`config.mk`:
```
export PLATFORM = sky130hd
export DESIGN_NAME = uart_rx_status
export DESIGN_NICKNAME = d
export VERILOG_FILES = /design/src/rtl/uart_rx_pkg.sv /design/src/rtl/uart_rx_ctrl.sv /design/src/rtl/uart_rx_dpath.sv /design/src/rtl/uart_rx_status.sv
export SDC_FILE = /design/constraint.sdc
export NUM_CORES = 1
export LEC_CHECK = 0
export CAP_MARGIN = 20
export CORE_MARGIN = 5
export CORE_UTILIZATION = 57
export DETAILED_ROUTE_END_ITERATION = 8
export DONT_BUFFER_PORTS = 1
export HOLD_SLACK_MARGIN = 0.03
export PLACE_DENSITY = 0.81
export SYNTH_ARGS = -nofsm -noshare
export SYNTH_HDL_FRONTEND = slang
export SYNTH_SLANG_ARGS = --single-unit
```
`constraint.sdc`:
```
create_clock -name clk -period 2.5 [get_ports clk]
set_input_delay 0.125 -clock clk [delete_from_list [all_inputs] [get_ports clk]]
set_output_delay 0.125 -clock clk [all_outputs]
set_load 0.005 [all_outputs]
```
`src/rtl/uart_rx_pkg.sv`:
```
package uart_rx_pkg;

  localparam int DATA_W = 8;

  typedef enum logic [2:0] {
    ST_IDLE,
    ST_START,
    ST_DATA,
    ST_PARITY,
    ST_STOP
  } rxState_t;

  // strobes from the bit-timing control to the datapath
  typedef struct packed {
    logic shiftBit;   // data bit centre: shift bitVal in
    logic capParity;  // parity bit centre: capture bitVal
    logic pushChar;   // stop bit centre: character complete
    logic bitVal;     // synchronised line level
  } rxStrobe_t;

endpackage

```
`src/rtl/uart_rx_ctrl.sv`:
```
module uart_rx_ctrl
  import uart_rx_pkg::*;
#(
  parameter int TICKS_PER_BIT = 16
) (
  input  logic       clk,
  input  logic       rstN,
  input  logic       tick,
  input  logic       rxIn,
  input  logic [1:0] cfgDataBits,
  input  logic       cfgParityEn,
  output rxStrobe_t  strb
);

  localparam int CW = $clog2(TICKS_PER_BIT);
  localparam logic [CW-1:0] HALF_M1 = CW'(TICKS_PER_BIT / 2 - 1);
  localparam logic [CW-1:0] FULL_M1 = CW'(TICKS_PER_BIT - 1);

  rxState_t      state;
  logic [CW-1:0] tickCnt;
  logic [2:0]    bitIdx;
  logic          rxMeta, rxSync;
  logic          midBit;
  logic [2:0]    lastIdx;

  assign midBit  = (tickCnt == FULL_M1);
  assign lastIdx = {1'b1, cfgDataBits};

  always_comb begin
    strb = '0;
    strb.bitVal = rxSync;
    if (tick && midBit) begin
      strb.shiftBit  = (state == ST_DATA);
      strb.capParity = (state == ST_PARITY);
      strb.pushChar  = (state == ST_STOP);
    end
  end

  always_ff @(posedge clk or negedge rstN) begin
    if (!rstN) begin
      rxMeta  <= 1'b1;
      rxSync  <= 1'b1;
      state   <= ST_IDLE;
      tickCnt <= '0;
      bitIdx  <= '0;
    end else begin
      rxMeta <= rxIn;
      rxSync <= rxMeta;
      if (tick) begin
        case (state)
          ST_IDLE: begin
            if (!rxSync) begin
              state   <= ST_START;
              tickCnt <= '0;
            end
          end
          ST_START: begin
            if (tickCnt == HALF_M1) begin
              if (rxSync) begin
                state <= ST_IDLE;
              end else begin
                state   <= ST_DATA;
                tickCnt <= '0;
                bitIdx  <= '0;
              end
            end else begin
              tickCnt <= tickCnt + 1'b1;
            end
          end
          ST_DATA: begin
            if (midBit) begin
              tickCnt <= '0;
              if (bitIdx == lastIdx) state <= cfgParityEn ? ST_PARITY : ST_STOP;
              else                   bitIdx <= bitIdx + 1'b1;
            end else begin
              tickCnt <= tickCnt + 1'b1;
            end
          end
          ST_PARITY: begin
            if (midBit) begin
              tickCnt <= '0;
              state   <= ST_STOP;
            end else begin
              tickCnt <= tickCnt + 1'b1;
            end
          end
          ST_STOP: begin
            if (midBit) state <= ST_IDLE;
            else        tickCnt <= tickCnt + 1'b1;
          end
          default: state <= ST_IDLE;
        endcase
      end
    end
  end

  AST_PARITY_ONLY_IF_EN: assert property (@(posedge clk) disable iff (!rstN)
    strb.capParity |-> cfgParityEn);

  AST_NO_DATA_AFTER_GLITCH: assert property (@(posedge clk) disable iff (!rstN)
    (state == ST_IDLE) |=> !strb.shiftBit);

endmodule

```
`src/rtl/uart_rx_dpath.sv`:
```
module uart_rx_dpath
  import uart_rx_pkg::*;
#(
  parameter int DEPTH = 16
) (
  input  logic              clk,
  input  logic              rstN,
  input  rxStrobe_t         strb,
  input  logic [1:0]        cfgDataBits,
  input  logic              cfgParityEn,
  input  logic [1:0]        cfgParitySel,
  input  logic              statusRd,
  input  logic              dataRd,
  output logic [DATA_W-1:0] rxData,
  output logic              dataReady,
  output logic              overrunErr,
  output logic              parityErr
);

  localparam int PW   = $clog2(DEPTH);
  localparam int CNTW = $clog2(DEPTH + 1);
  localparam int EW   = DATA_W + 1;

  logic [DATA_W-1:0] shiftReg;
  logic              parBit;
  logic [DATA_W-1:0] charData;
  logic [2:0]        shAmt;
  logic              expPar;
  logic              entryErr;

  logic [EW-1:0]     mem [DEPTH];
  logic [PW-1:0]     wrPtr, rdPtr;
  logic [CNTW-1:0]   count;
  logic              full, empty, doPush, doPop, headSet, overEvt;

  // character assembly
  always_ff @(posedge clk or negedge rstN) begin
    if (!rstN) begin
      shiftReg <= '0;
      parBit   <= 1'b0;
    end else begin
      if (strb.shiftBit)  shiftReg <= {strb.bitVal, shiftReg[DATA_W-1:1]};
      if (strb.capParity) parBit   <= strb.bitVal;
    end
  end

  assign shAmt    = 3'd3 - {1'b0, cfgDataBits};
  assign charData = shiftReg >> shAmt;

  always_comb begin
    case (cfgParitySel)
      2'b00:   expPar = ~(^charData);
      2'b01:   expPar = ^charData;
      2'b10:   expPar = 1'b1;
      default: expPar = 1'b0;
    endcase
  end

  assign entryErr = cfgParityEn && (parBit != expPar);

  // receive queue
  assign full    = (count == CNTW'(DEPTH));
  assign empty   = (count == '0);
  assign doPush  = strb.pushChar && !full;
  assign doPop   = dataRd && !empty;
  assign overEvt = strb.pushChar && full;

  assign headSet = (doPush && (empty || (doPop && count == CNTW'(1))) && entryErr)
                || (doPop && count > CNTW'(1) && mem[rdPtr + PW'(1)][DATA_W]);

  always_ff @(posedge clk) begin
    if (doPush) mem[wrPtr] <= {entryErr, charData};
  end

  always_ff @(posedge clk or negedge rstN) begin
    if (!rstN) begin
      wrPtr      <= '0;
      rdPtr      <= '0;
      count      <= '0;
      overrunErr <= 1'b0;
      parityErr  <= 1'b0;
    end else begin
      if (doPush) wrPtr <= wrPtr + 1'b1;
      if (doPop)  rdPtr <= rdPtr + 1'b1;
      case ({doPush, doPop})
        2'b10:   count <= count + 1'b1;
        2'b01:   count <= count - 1'b1;
        default: count <= count;
      endcase
      if (overEvt)       overrunErr <= 1'b1;
      else if (statusRd) overrunErr <= 1'b0;
      if (headSet)       parityErr  <= 1'b1;
      else if (statusRd) parityErr  <= 1'b0;
    end
  end

  assign rxData    = mem[rdPtr][DATA_W-1:0];
  assign dataReady = !empty;

  AST_OVERRUN_SET: assert property (@(posedge clk) disable iff (!rstN)
    (strb.pushChar && full) |=> overrunErr);

  AST_KEEP_FULL: assert property (@(posedge clk) disable iff (!rstN)
    (strb.pushChar && full && !dataRd) |=> (full && $stable(wrPtr)));

  AST_STATUS_CLEAR: assert property (@(posedge clk) disable iff (!rstN)
    (statusRd && !(strb.pushChar && full)) |=> !overrunErr);

  AST_EMPTY_READ: assert property (@(posedge clk) disable iff (!rstN)
    (dataRd && empty && !strb.pushChar) |=> !dataReady);

  AST_READY_ROSE: assert property (@(posedge clk) disable iff (!rstN)
    $rose(dataReady) |-> $past(strb.pushChar));

endmodule

```
`src/rtl/uart_rx_status.sv`:
```
module uart_rx_status
  import uart_rx_pkg::*;
#(
  parameter int TICKS_PER_BIT = 16,
  parameter int FIFO_DEPTH    = 16
) (
  input  logic        clk,
  input  logic        rstN,
  input  logic        tick16,
  input  logic        rxIn,
  input  logic [1:0]  cfgDataBits,
  input  logic        cfgParityEn,
  input  logic [1:0]  cfgParitySel,
  input  logic        statusRd,
  input  logic        dataRd,
  output logic [7:0]  rxData,
  output logic        dataReady,
  output logic        overrunErr,
  output logic        parityErr
);

  rxStrobe_t strb;

  uart_rx_ctrl #(.TICKS_PER_BIT(TICKS_PER_BIT)) uCtrl (
    .clk         (clk),
    .rstN        (rstN),
    .tick        (tick16),
    .rxIn        (rxIn),
    .cfgDataBits (cfgDataBits),
    .cfgParityEn (cfgParityEn),
    .strb        (strb)
  );

  uart_rx_dpath #(.DEPTH(FIFO_DEPTH)) uDpath (
    .clk          (clk),
    .rstN         (rstN),
    .strb         (strb),
    .cfgDataBits  (cfgDataBits),
    .cfgParityEn  (cfgParityEn),
    .cfgParitySel (cfgParitySel),
    .statusRd     (statusRd),
    .dataRd       (dataRd),
    .rxData       (rxData),
    .dataReady    (dataReady),
    .overrunErr   (overrunErr),
    .parityErr    (parityErr)
  );

endmodule

```
==> results.py <==
metrics = {
    "final_layout": {
        "drive_gt1_share_pct": 19.9,
        "stdcell_count": 752,
        "nets": 582,
        "area_growth_pct": 14.3,
        "n_antenna_cell": 0,
        "finalCoreUtilization_pct": 65.5,
    },
    "status": {
        "status": "complete, no violations",
    },
    "yosys": {
        "ys_seq_elements": 180,
        "ys_types": 53,
        "synth_flop_cell": "edfxtp_1",
        "yosysWarnings": 0,
        "ys_async_sr_fraction_pct": 20.0,
        "synthCells": 525,
        "synth_area_um2": 7860,
        "syn_area_per_cell_um2": 15.0,
        "synth-edff-count": 144,
        "synth_fp_nets": 548,
        "ys_seq_area_share_pct": 66.5,
    },
    "cts": {
        "clockRootBuffer": "clkbuf_16",
        "htreeDepth": 4,
        "cts_made_buffers": 17,
        "clock_sinks": 180,
        "clock_path_buffers": 2,
        "clkTransAtPathRegs_ns": 0.06,
        "cts_tree": "built",
        "clk_latency_ns": 0.43,
    },
    "hold_path": {
        "hold_start": "cfgDataBits[1]",
        "whs_path_depth": 2,
        "min_to": "uDpath.mem[3][2]",
        "hold_path.class": "in -> reg",
    },
    "setup_path": {
        "crit_path_max_incr_delay_ns": 0.56,
        "required_ns": 2.38,
        "path_buf_inv": 1,
        "path_max_fanout": 24,
        "r2r-end": "uDpath.mem[5][8]",
        "cp-start-kind": "register",
        "path_cells": "buf_16, mux2_2, o21ai_0, a21oi_1, a22oi_1, nand2_1",
        "r2r-start": "uDpath.shiftReg[3]",
        "end_kind": "primary output",
        "reg2regPathDepth": 7,
        "ff2ff_setup_slack_ns": 0.18,
        "path_class": "reg -> out",
        "slowest_stage": "dfrtp_4",
        "cp_top_family": "flip-flops",
        "arrival_ns": 2.22,
    },
    "floorplanning": {
        "start_util_pct": 57.3,
        "die_w_um": 127,
        "std_cell_rows": 43,
        "die_y_um": 127,
        "die_area_um2": 16200,
        "io_pins": 22,
        "core_um2": 13700,
    },
    "global_routing": {
        "grt-ovfl-total": 0,
        "grt_max_degree": 49,
        "grt_pass1_vias": 4675,
        "grt_pass1_wl_mm": 24.6,
        "antenna_found_initial": 0,
        "grt_util_all_layers_pct": 20.0,
    },
    "place": {
        "gp_congestion": 0.812,
        "post-place-ws_ns": 0.137,
        "numPortBuffers": 0,
        "numPlacedInstances": 708,
        "place_hpwl_mm": 9.99,
    },
    "routing": {
        "drt_wl_total_mm": 15.6,
        "drc": 0,
        "vias": 4560,
        "antenna_left": 0,
        "first_iter_violations": 343,
        "firstDrtPassIters": 5,
        "via_per_inst": 6.06,
        "wire_per_inst_um": 20.8,
    },
    "power_and_ir_drop": {
        "leakage_nw": 3.22,
        "p_per_area_nw_per_um2": 790,
        "irDropWorstVdd_v": 0.000537,
    },
    "timing": {
        "slew_headroom_pct": 49.6,
        "hold_slack_ns": 0.0475,
        "finalSetupTns_ns": 0,
        "rsz0062_at_grt": "no",
        "period_needed_ns": 2.35,
        "post-route-period-util_pct": 93.9,
        "fmax_ghz": 0.426,
        "maxSlewViolCount": 0,
        "fin_skew_ns": 0.00672,
        "worstMarginPinSlew_ns": 0.756,
        "layout_setup_ws_ns": 0.153,
        "finalHoldViolCount": 0,
        "setup_violations": 0,
    },
    "flow_run": {
        "cap_violations": 0,
    },
}
-- worst max path at each step --
stage                  startpoint                end  depth (start not counted)
2_1_floorplan    uCtrl.tickCnt[0]   uDpath.mem[3][0]                          8
3_3_place_gp   uDpath.shiftReg[3]  uDpath.mem[15][8]                          7
3_5_place_dp   uDpath.shiftReg[3]   uDpath.mem[4][8]                          7
4_1_cts           uDpath.rdPtr[0]          rxData[4]                          6
5_1_grt           uDpath.rdPtr[0]          rxData[4]                          6
6_report          uDpath.rdPtr[0]          rxData[4]                          6
-- cells by family (layout without fill, tap and decap cells) --
logic type      count (synthesis)  after routing  synth area share, %
mux                            74             74                 13.1
fa+ha+maj                      12             12                 1.91
simple gates                  118            118                 7.10
buf+inv                        36             83                 2.07
compound gates                 82             82                 6.58
flops                         180            180                 66.5
xor+xnor                       23             23                 2.74
-- power by group --
part           total [mW]  switching, mW  internal (mW)  leakage, nW
Combinational       0.987          0.526          0.461         1.11
Sequential           3.41          0.109           3.30         1.82
Clock                2.70           1.11           1.59        0.294
Total                7.10           1.74           5.35         3.22
-- cell usage in the layout, fill, tap and decap left out, types with 7 or more instances in the layout --
master         Yosys  layout
a21oi_1           17      17
a221oi_1           8       8
a22oi_1            8       8
buf_4              0      31
clkbuf_16          0      18
dfrtp_1           34      32
dlygate4sd3_1      0       7
edfxtp_1         144     144
ha_1              12      11
inv_1              9       9
mux2_2            15      15
mux2i_1           37      36
mux4_2            20      20
nand2_1           46      46
nand3_1            8       8
nor2_1            26      26
o21ai_0           29      28
xnor2_1           14      14
xor2_1             8       8
-- layer usage --
metal / track usage (%) / vias to the layer above / part of all wire, %
li1: - / 2075 / -
met1: 24.6 / 2290 / 40
met2: 34.8 / 166 / 52
met3: 5.48 / 29 / 5.4
met4: 5.62 / 0 / 1.7
met5: 0 / - / 0
-- flip-flops by register name (all words and copies together) (netlist names) --
signal             flops
uCtrl.rxMeta           1
uDpath.shiftReg        8
uCtrl.bitIdx           3
uDpath.wrPtr           4
uDpath.parBit          1
uDpath.mem           144
uDpath.parityErr       1
uDpath.count           5
uCtrl.rxSync           1
uDpath.overrunErr      1
uCtrl.tickCnt          4
uCtrl.state            3
uDpath.rdPtr           4
-- worst register-to-register path, cell delays in order (launching register included) --
cell      delay, ns
dfrtp_2        0.46
mux2i_2        0.23
xor2_1         0.19
xnor2_1        0.13
xnor3_2        0.46
or3_1          0.37
a21boi_2       0.19
buf_12         0.15
-- synth_stat cells (all sizes together), types with 2 or more instances --
cell type | number | area (um2)
nor3b | 3 | 22.5
a21oi | 17 | 85.1
a221oi | 8 | 70.1
mux2 | 15 | 169
nor2 | 26 | 97.6
nor3 | 6 | 30.0
clkbuf | 13 | 50.0
mux4 | 20 | 450
o31ai | 3 | 22.5
nand4b | 2 | 17.5
buf | 14 | 78.8
mux2i | 39 | 407
and3 | 3 | 18.8
o21ai | 31 | 155
nand2 | 46 | 173
nand2b | 6 | 37.5
nor2b | 5 | 31.3
o2111ai | 2 | 17.5
dfstp | 2 | 52.6
edfxtp | 144 | 4320
dfrtp | 34 | 851
nand3b | 4 | 30.0
ha | 12 | 150
nand4 | 2 | 12.5
a32oi | 2 | 17.5
nand3 | 8 | 40.0
xor2 | 8 | 70.1
o2bb2ai | 2 | 17.5
xnor2 | 14 | 123
and2 | 3 | 18.8
a22oi | 8 | 60.1
inv | 9 | 33.8
-- stage by stage --
stage          power [mW]  cell area (um2)
2_1_floorplan        4.17             7870
3_3_place_gp         4.31             8220
3_5_place_dp         4.37             8220
4_1_cts              7.09             8910
5_1_grt              7.39             8980
6_report             7.10             8980
-- area by class of cell --
| cell class | instances | area (um2) |
|---|---|---|
| flip-flops and latches | 180 | 5230 |
| inverters | 9 | 33.8 |
| fillers | 915 | 4740 |
| well taps | 180 | 225 |
| repair buffers | 42 | 395 |
| clock inverters | 13 | 171 |
| clock buffers | 19 | 433 |
| multi-input cells | 309 | 2490 |
-- what timing repair did --
| item | 4_1_cts | 5_1_grt |
|---|---|---|
| setup endpoints to repair | 1 | 48 |
| cloned | 0 | 1 |
| hold endpoints to repair | 47 | 4 |
| resized for setup | 1 | 8 |
| hold buffers | 7 | 1 |
| setup buffers | 0 | 0 |
No activity file was read; power rests on OpenSTA's default activity.
